==> config.mk <==
export PLATFORM = sky130hd
export DESIGN_NAME = prio_vec_intc
export DESIGN_NICKNAME = d
export VERILOG_FILES = /design/src/rtl/icu_pkg.sv /design/src/rtl/icu_regs.sv /design/src/rtl/icu_arbiter.sv /design/src/rtl/icu_vector.sv /design/src/rtl/prio_vec_intc.sv
export SDC_FILE = /design/constraint.sdc
export NUM_CORES = 1
export LEC_CHECK = 0
export ABC_AREA = 1
export BUFFER_PORTS_ARGS = -buffer_cell sky130_fd_sc_hd__buf_2
export CAP_MARGIN = 25
export CORE_ASPECT_RATIO = 0.6
export CORE_UTILIZATION = 35
export CTS_BUF_LIST = sky130_fd_sc_hd__clkbuf_2
export CTS_CLUSTER_DIAMETER = 200
export DETAILED_ROUTE_END_ITERATION = 10
export HOLD_SLACK_MARGIN = 0.05
export PLACE_DENSITY = 0.48
export SLEW_MARGIN = 20
export SYNTH_ARGS = -nofsm -noshare
export SYNTH_HDL_FRONTEND = slang
export SYNTH_HIERARCHICAL = 1
export SYNTH_SLANG_ARGS = --single-unit
export TNS_END_PERCENT = 30
==> constraint.sdc <==
create_clock -name clk -period 48.8 [get_ports clk]
set_input_delay 14.64 -clock clk [delete_from_list [all_inputs] [get_ports clk]]
set_output_delay 14.64 -clock clk [all_outputs]
set_load 0.02 [all_outputs]
==> src/rtl/icu_pkg.sv <==
package icu_pkg;

    localparam int ADDR_W = 5;
    localparam int DATA_W = 16;

    localparam logic [ADDR_W-1:0] A_MASK  = 5'h10;
    localparam logic [ADDR_W-1:0] A_PEND  = 5'h11;
    localparam logic [ADDR_W-1:0] A_WVEC  = 5'h12;
    localparam logic [ADDR_W-1:0] A_U0VEC = 5'h13;
    localparam logic [ADDR_W-1:0] A_U1VEC = 5'h14;

    typedef struct packed {
        logic [2:0] level;
        logic [7:0] vector;
    } irq_out_t;

    // Power-on control byte for a source number.
    function automatic logic [7:0] ctrl_rst(int idx);
        if (idx >= 1 && idx <= 7) begin
            return 8'(idx * 4);
        end else if (idx == 8) begin
            return 8'h1C;
        end else if (idx >= 9 && idx <= 11) begin
            return 8'h80;
        end else begin
            return 8'h00;
        end
    endfunction

endpackage

==> src/rtl/icu_regs.sv <==
module icu_regs
    import icu_pkg::*;
#(
    parameter int unsigned NUM_SRC = 13
) (
    input  logic                        clk,
    input  logic                        rst,
    input  logic                        wr,
    input  logic [ADDR_W-1:0]           addr,
    input  logic [DATA_W-1:0]           wdata,
    input  logic [NUM_SRC:1]            req,
    output logic [DATA_W-1:0]           rdata,
    output logic [NUM_SRC:1][7:0]       ctrl_nx,
    output logic [NUM_SRC:1]            mask_nx,
    output logic [NUM_SRC:1]            pend_nx,
    output logic [7:0]                  wvec_nx,
    output logic [7:0]                  u0vec_nx,
    output logic [7:0]                  u1vec_nx
);

    typedef struct packed {
        logic [NUM_SRC:1][7:0] ctrl;
        logic [NUM_SRC:1]      mask;
        logic [NUM_SRC:1]      pend;
        logic [7:0]            wvec;
        logic [7:0]            u0vec;
        logic [7:0]            u1vec;
    } state_t;

    function automatic state_t reset_state();
        state_t s;
        s = '0;
        for (int i = 1; i <= int'(NUM_SRC); i++) begin
            s.ctrl[i] = ctrl_rst(i);
        end
        s.mask = '1;
        s.wvec = 8'h0F;
        return s;
    endfunction

    localparam state_t RST_ST = reset_state();

    state_t st_d, st_q;

    always_comb begin
        st_d      = st_q;
        st_d.pend = req;
        if (wr) begin
            for (int i = 1; i <= int'(NUM_SRC); i++) begin
                if (int'(addr) == i) begin
                    st_d.ctrl[i] = wdata[7:0];
                end
            end
            case (addr)
                A_MASK:  st_d.mask  = wdata[NUM_SRC:1];
                A_WVEC:  st_d.wvec  = wdata[7:0];
                A_U0VEC: st_d.u0vec = wdata[7:0];
                A_U1VEC: st_d.u1vec = wdata[7:0];
                default: ;
            endcase
        end
    end

    always_ff @(posedge clk) begin
        if (rst) begin
            st_q <= RST_ST;
        end else begin
            st_q <= st_d;
        end
    end

    always_comb begin
        rdata = '0;
        for (int i = 1; i <= int'(NUM_SRC); i++) begin
            if (int'(addr) == i) begin
                rdata[7:0] = st_q.ctrl[i];
            end
        end
        case (addr)
            A_MASK:  rdata[NUM_SRC:0] = {st_q.mask, 1'b0};
            A_PEND:  rdata[NUM_SRC:0] = {st_q.pend, 1'b0};
            A_WVEC:  rdata[7:0]       = st_q.wvec;
            A_U0VEC: rdata[7:0]       = st_q.u0vec;
            A_U1VEC: rdata[7:0]       = st_q.u1vec;
            default: ;
        endcase
    end

    logic unused_wbits;
    assign unused_wbits = ^{wdata[DATA_W-1:NUM_SRC+1], wdata[0]};

    assign ctrl_nx  = st_d.ctrl;
    assign mask_nx  = st_d.mask;
    assign pend_nx  = st_d.pend;
    assign wvec_nx  = st_d.wvec;
    assign u0vec_nx = st_d.u0vec;
    assign u1vec_nx = st_d.u1vec;

    AST_PEND_FOLLOWS_REQ: assert property (@(posedge clk) disable iff (rst)
        !$past(rst) |-> st_q.pend == $past(req)) else $error("pending mismatch");

    AST_MASK_WRITE_LANDS: assert property (@(posedge clk) disable iff (rst)
        (wr && addr == A_MASK) |=> st_q.mask == $past(wdata[NUM_SRC:1])) else $error("mask write lost");

endmodule

==> src/rtl/icu_arbiter.sv <==
module icu_arbiter #(
    parameter int unsigned NUM_SRC = 13,
    parameter int unsigned IDX_W   = 4
) (
    input  logic [NUM_SRC:1]      active,
    input  logic [NUM_SRC:1][7:0] ctrl,
    output logic                  valid,
    output logic [IDX_W-1:0]      win_idx,
    output logic [7:0]            win_ctrl
);

    localparam int unsigned FLD_W     = 5;
    localparam logic [FLD_W-1:0] MIN_FIELD = 5'd4;

    logic [NUM_SRC:1][FLD_W-1:0] cand;
    logic [FLD_W-1:0]            best;

    for (genvar g = 1; g <= NUM_SRC; g++) begin : g_cand
        assign cand[g] = active[g] ? ctrl[g][FLD_W-1:0] : '0;
    end

    // Strictly greater replaces, so equal fields keep the lower number.
    always_comb begin
        best     = '0;
        win_idx  = '0;
        win_ctrl = '0;
        for (int i = 1; i <= int'(NUM_SRC); i++) begin
            if (cand[i] > best) begin
                best     = cand[i];
                win_idx  = IDX_W'(i);
                win_ctrl = ctrl[i];
            end
        end
        valid = (best >= MIN_FIELD);
    end

endmodule

==> src/rtl/icu_vector.sv <==
module icu_vector
    import icu_pkg::*;
#(
    parameter int unsigned IDX_W     = 4,
    parameter int unsigned WDOG_SRC  = 8,
    parameter int unsigned UART0_SRC = 12,
    parameter int unsigned UART1_SRC = 13
) (
    input  logic             clk,
    input  logic             rst,
    input  logic             valid,
    input  logic [IDX_W-1:0] win_idx,
    input  logic [7:0]       win_ctrl,
    input  logic [7:0]       wvec,
    input  logic [7:0]       u0vec,
    input  logic [7:0]       u1vec,
    output logic [2:0]       level,
    output logic [7:0]       vector
);

    localparam logic [7:0] AUTO_BASE   = 8'd24;
    localparam logic [7:0] DEFAULT_VEC = 8'h0F;

    irq_out_t out_d, out_q;

    always_comb begin
        out_d = '0;
        if (valid) begin
            out_d.level = win_ctrl[4:2];
            if (win_ctrl[7]) begin
                out_d.vector = AUTO_BASE + {5'b0, win_ctrl[4:2]};
            end else if (win_idx == IDX_W'(WDOG_SRC)) begin
                out_d.vector = wvec;
            end else if (win_idx == IDX_W'(UART0_SRC)) begin
                out_d.vector = u0vec;
            end else if (win_idx == IDX_W'(UART1_SRC)) begin
                out_d.vector = u1vec;
            end else begin
                out_d.vector = DEFAULT_VEC;
            end
        end
    end

    always_ff @(posedge clk) begin
        if (rst) begin
            out_q <= '0;
        end else begin
            out_q <= out_d;
        end
    end

    logic unused_cbits;
    assign unused_cbits = ^{win_ctrl[6:5], win_ctrl[1:0]};

    assign level  = out_q.level;
    assign vector = out_q.vector;

    AST_IDLE_VECTOR_ZERO: assert property (@(posedge clk) disable iff (rst)
        (out_q.level == 3'd0) |-> (out_q.vector == 8'd0)) else $error("vector without level");

endmodule

==> src/rtl/prio_vec_intc.sv <==
module prio_vec_intc
    import icu_pkg::*;
#(
    parameter int unsigned NUM_SRC   = 13,
    parameter int unsigned WDOG_SRC  = 8,
    parameter int unsigned UART0_SRC = 12,
    parameter int unsigned UART1_SRC = 13
) (
    input  logic                clk,
    input  logic                rst,
    input  logic                reg_wr,
    input  logic [ADDR_W-1:0]   reg_addr,
    input  logic [DATA_W-1:0]   reg_wdata,
    output logic [DATA_W-1:0]   reg_rdata,
    input  logic [NUM_SRC:1]    irq_req,
    output logic [2:0]          irq_level,
    output logic [7:0]          irq_vector
);

    localparam int unsigned IDX_W = $clog2(NUM_SRC + 1);

    logic [NUM_SRC:1][7:0] ctrl_nx;
    logic [NUM_SRC:1]      mask_nx;
    logic [NUM_SRC:1]      pend_nx;
    logic [NUM_SRC:1]      active;
    logic [7:0]            wvec_nx, u0vec_nx, u1vec_nx;
    logic                  win_valid;
    logic [IDX_W-1:0]      win_idx;
    logic [7:0]            win_ctrl;

    icu_regs #(.NUM_SRC(NUM_SRC)) u_regs (
        .clk      (clk),
        .rst      (rst),
        .wr       (reg_wr),
        .addr     (reg_addr),
        .wdata    (reg_wdata),
        .req      (irq_req),
        .rdata    (reg_rdata),
        .ctrl_nx  (ctrl_nx),
        .mask_nx  (mask_nx),
        .pend_nx  (pend_nx),
        .wvec_nx  (wvec_nx),
        .u0vec_nx (u0vec_nx),
        .u1vec_nx (u1vec_nx)
    );

    assign active = pend_nx & ~mask_nx;

    icu_arbiter #(.NUM_SRC(NUM_SRC), .IDX_W(IDX_W)) u_arb (
        .active   (active),
        .ctrl     (ctrl_nx),
        .valid    (win_valid),
        .win_idx  (win_idx),
        .win_ctrl (win_ctrl)
    );

    icu_vector #(
        .IDX_W     (IDX_W),
        .WDOG_SRC  (WDOG_SRC),
        .UART0_SRC (UART0_SRC),
        .UART1_SRC (UART1_SRC)
    ) u_vec (
        .clk      (clk),
        .rst      (rst),
        .valid    (win_valid),
        .win_idx  (win_idx),
        .win_ctrl (win_ctrl),
        .wvec     (wvec_nx),
        .u0vec    (u0vec_nx),
        .u1vec    (u1vec_nx),
        .level    (irq_level),
        .vector   (irq_vector)
    );

    AST_NO_REQ_NO_IRQ: assert property (@(posedge clk) disable iff (rst)
        (irq_req == '0) |=> (irq_level == 3'd0 && irq_vector == 8'd0)) else $error("irq without request");

    AST_FULL_MASK_SILENT: assert property (@(posedge clk) disable iff (rst)
        (reg_wr && reg_addr == A_MASK && (&reg_wdata[NUM_SRC:1])) |=> (irq_level == 3'd0)) else $error("masked irq shown");

endmodule

==> run metrics <==
DRT Wirelength=42.62 mm; Crit Path Max Fanout=19; CTS Buf Count=17; Syn-to-layout area delta=6.346%; vias per cell=5.013; Worst setup SP type=primary input; antenna-violating nets left=0; Syn Area/Cell=6.331 µm²; Starting Density=35.72%; Post-Layout Cell Count=2377; Hold Crit Class=reg -> reg; fin crit share=71.93%; Worst Skew=0.04727 ns; Reg clk slew, reported paths=0.29 ns; IO buf count=59; outcome=finished, final reports clean; DRC viols=0; post-DP HPWL=33.46 mm; layout net count=1998; gr usage total=24.22%; Reg2Reg Depth=117; register area=3303 µm²; max-slew violation count=0; Worst slew margin=33.42%; hold_buf cts=0; fraction of layout cells with a size suffix above 1=14.47%; DP Area=12560 µm²; dpl cells=2341; clock root buffer=clkbuf_2; clock tree buffer depth=2; RSZ-0062 raised after global routing=no; GPL Wtd Cong=0.9026; design area=12850 µm²; worst slew pin tran=0.9882 ns; boundary pin count=64; footprint of the multi-input gates=6863 µm²; # fillers=3738; post-synthesis cell area=12090 µm²; DR iter-0 viols=1296; initial antenna violation count=5; die area=35300 µm²; Period minus WS final=35.10 ns; WL/cell=17.93 µm; CP Capture Type=flop; MaxCap Viol Count=0; Row Count=52; core area=33830 µm²; CP arrival=35.93 ns; setup repair bufs after CTS=0; crit path kind=in -> reg; largest net degree at the start of global routing=77; setup tns final=0 ns; vias after detailed routing=11.92k; yosys warns=6; H-tree Lvls=4; Worst path slowest cell=nor2_2; final hold violations=0; synthesized instance count=1909; post-CTS sizing=0; global-route wire length before repair=64.23 mm; worst skew pair latency=0.87 ns; CTS tree=done; DRT Pass-1 Iters=6; FMAX=28.49 MHz; final setup vio count=0; Worst path max stage delay=0.68 ns; CTS Sinks=165; vias in the first global route=10.53k; most frequent CP cell=nand2_1; number of cells on the critical path=125; Chip Width=241.9 µm; GR Overflow Total=0; WP data required=49.63 ns; worst hold stages=4; Die H=145.9 µm; Crit path max-delay family=simple AND/OR/NAND/NOR gates; worst path buffer plus inverter count=26
## per-stage QoR
step           util (%)  hold slack [ns]  setup slack [ns]
2_1_floorplan         -           0.4943             18.27
3_3_place_gp      37.11           0.5072             13.36
3_5_place_dp      37.13           0.5069             13.31
4_1_cts           37.96           0.5351             14.27
5_1_grt           37.97           0.5859             11.54
6_report          37.99           0.5361             13.70
## area by class of cell
type                       instances  area share (%)
multi-input combinational       1263           53.40
sequential                       165           25.70
inverter                         385           11.27
tap                              459           4.468
timing repair buffer              69           2.901
clock inverter                    14           1.480
clock buffer                      18          0.7009
antenna                            4         0.07788
## per-layer routing
| layer | up-vias | GRT usage, % | wire (µm) |
|---|---|---|---|
| met5 | - | 0 | 0 |
| met4 | 0 | 3.861 | 318 |
| met3 | 27 | 6.104 | 4063 |
| met2 | 412 | 29.50 | 14920 |
| met1 | 5478 | 40.53 | 23320 |
| li1 | 5999 | - | - |
## worst paths after layout
path | from | end | slack [ns]
worst min register to register | u_regs/st_q[72] | u_regs/st_q[72] | 0.54
worst min-delay path | u_regs/st_q[72] | u_regs/st_q[72] | 0.54
worst max register to register | u_regs/st_q[37] | u_vec/vector[5] | 28.95
worst max-delay path | reg_addr[0] | u_vec/vector[5] | 13.70
## worst reg2reg max path, delay by kind of cell (launching register included)
kind            cells  cell delay, ns
simple gates       71           10.70
buf+inv            21            3.26
compound gates     13            2.29
flops               1            0.37
fa+ha+maj          12            3.31
## cells in the final DEF (no fill, tap or decap), types with 11 or more instances in the layout
| cell | instances |
|---|---|
| a211oi_1 | 94 |
| a21oi_1 | 94 |
| and2_1 | 16 |
| buf_2 | 58 |
| buf_4 | 11 |
| clkbuf_2 | 18 |
| dfxtp_1 | 165 |
| ha_1 | 60 |
| inv_1 | 364 |
| inv_2 | 16 |
| nand2_1 | 471 |
| nand2_2 | 13 |
| nand3_1 | 82 |
| nand3_2 | 30 |
| nand4_1 | 29 |
| nor2_1 | 103 |
| nor2_2 | 25 |
| o21ai_0 | 63 |
| o21ai_1 | 24 |
| or2_2 | 73 |
## flip-flops by register name, indices dropped and copies added (netlist names)
name / count
u_regs/st_q: 154
u_vec/vector: 8
u_vec/level: 3
Power is not shown: default switching activity piles up to over one toggle a cycle in this logic, so the estimate is an artifact.
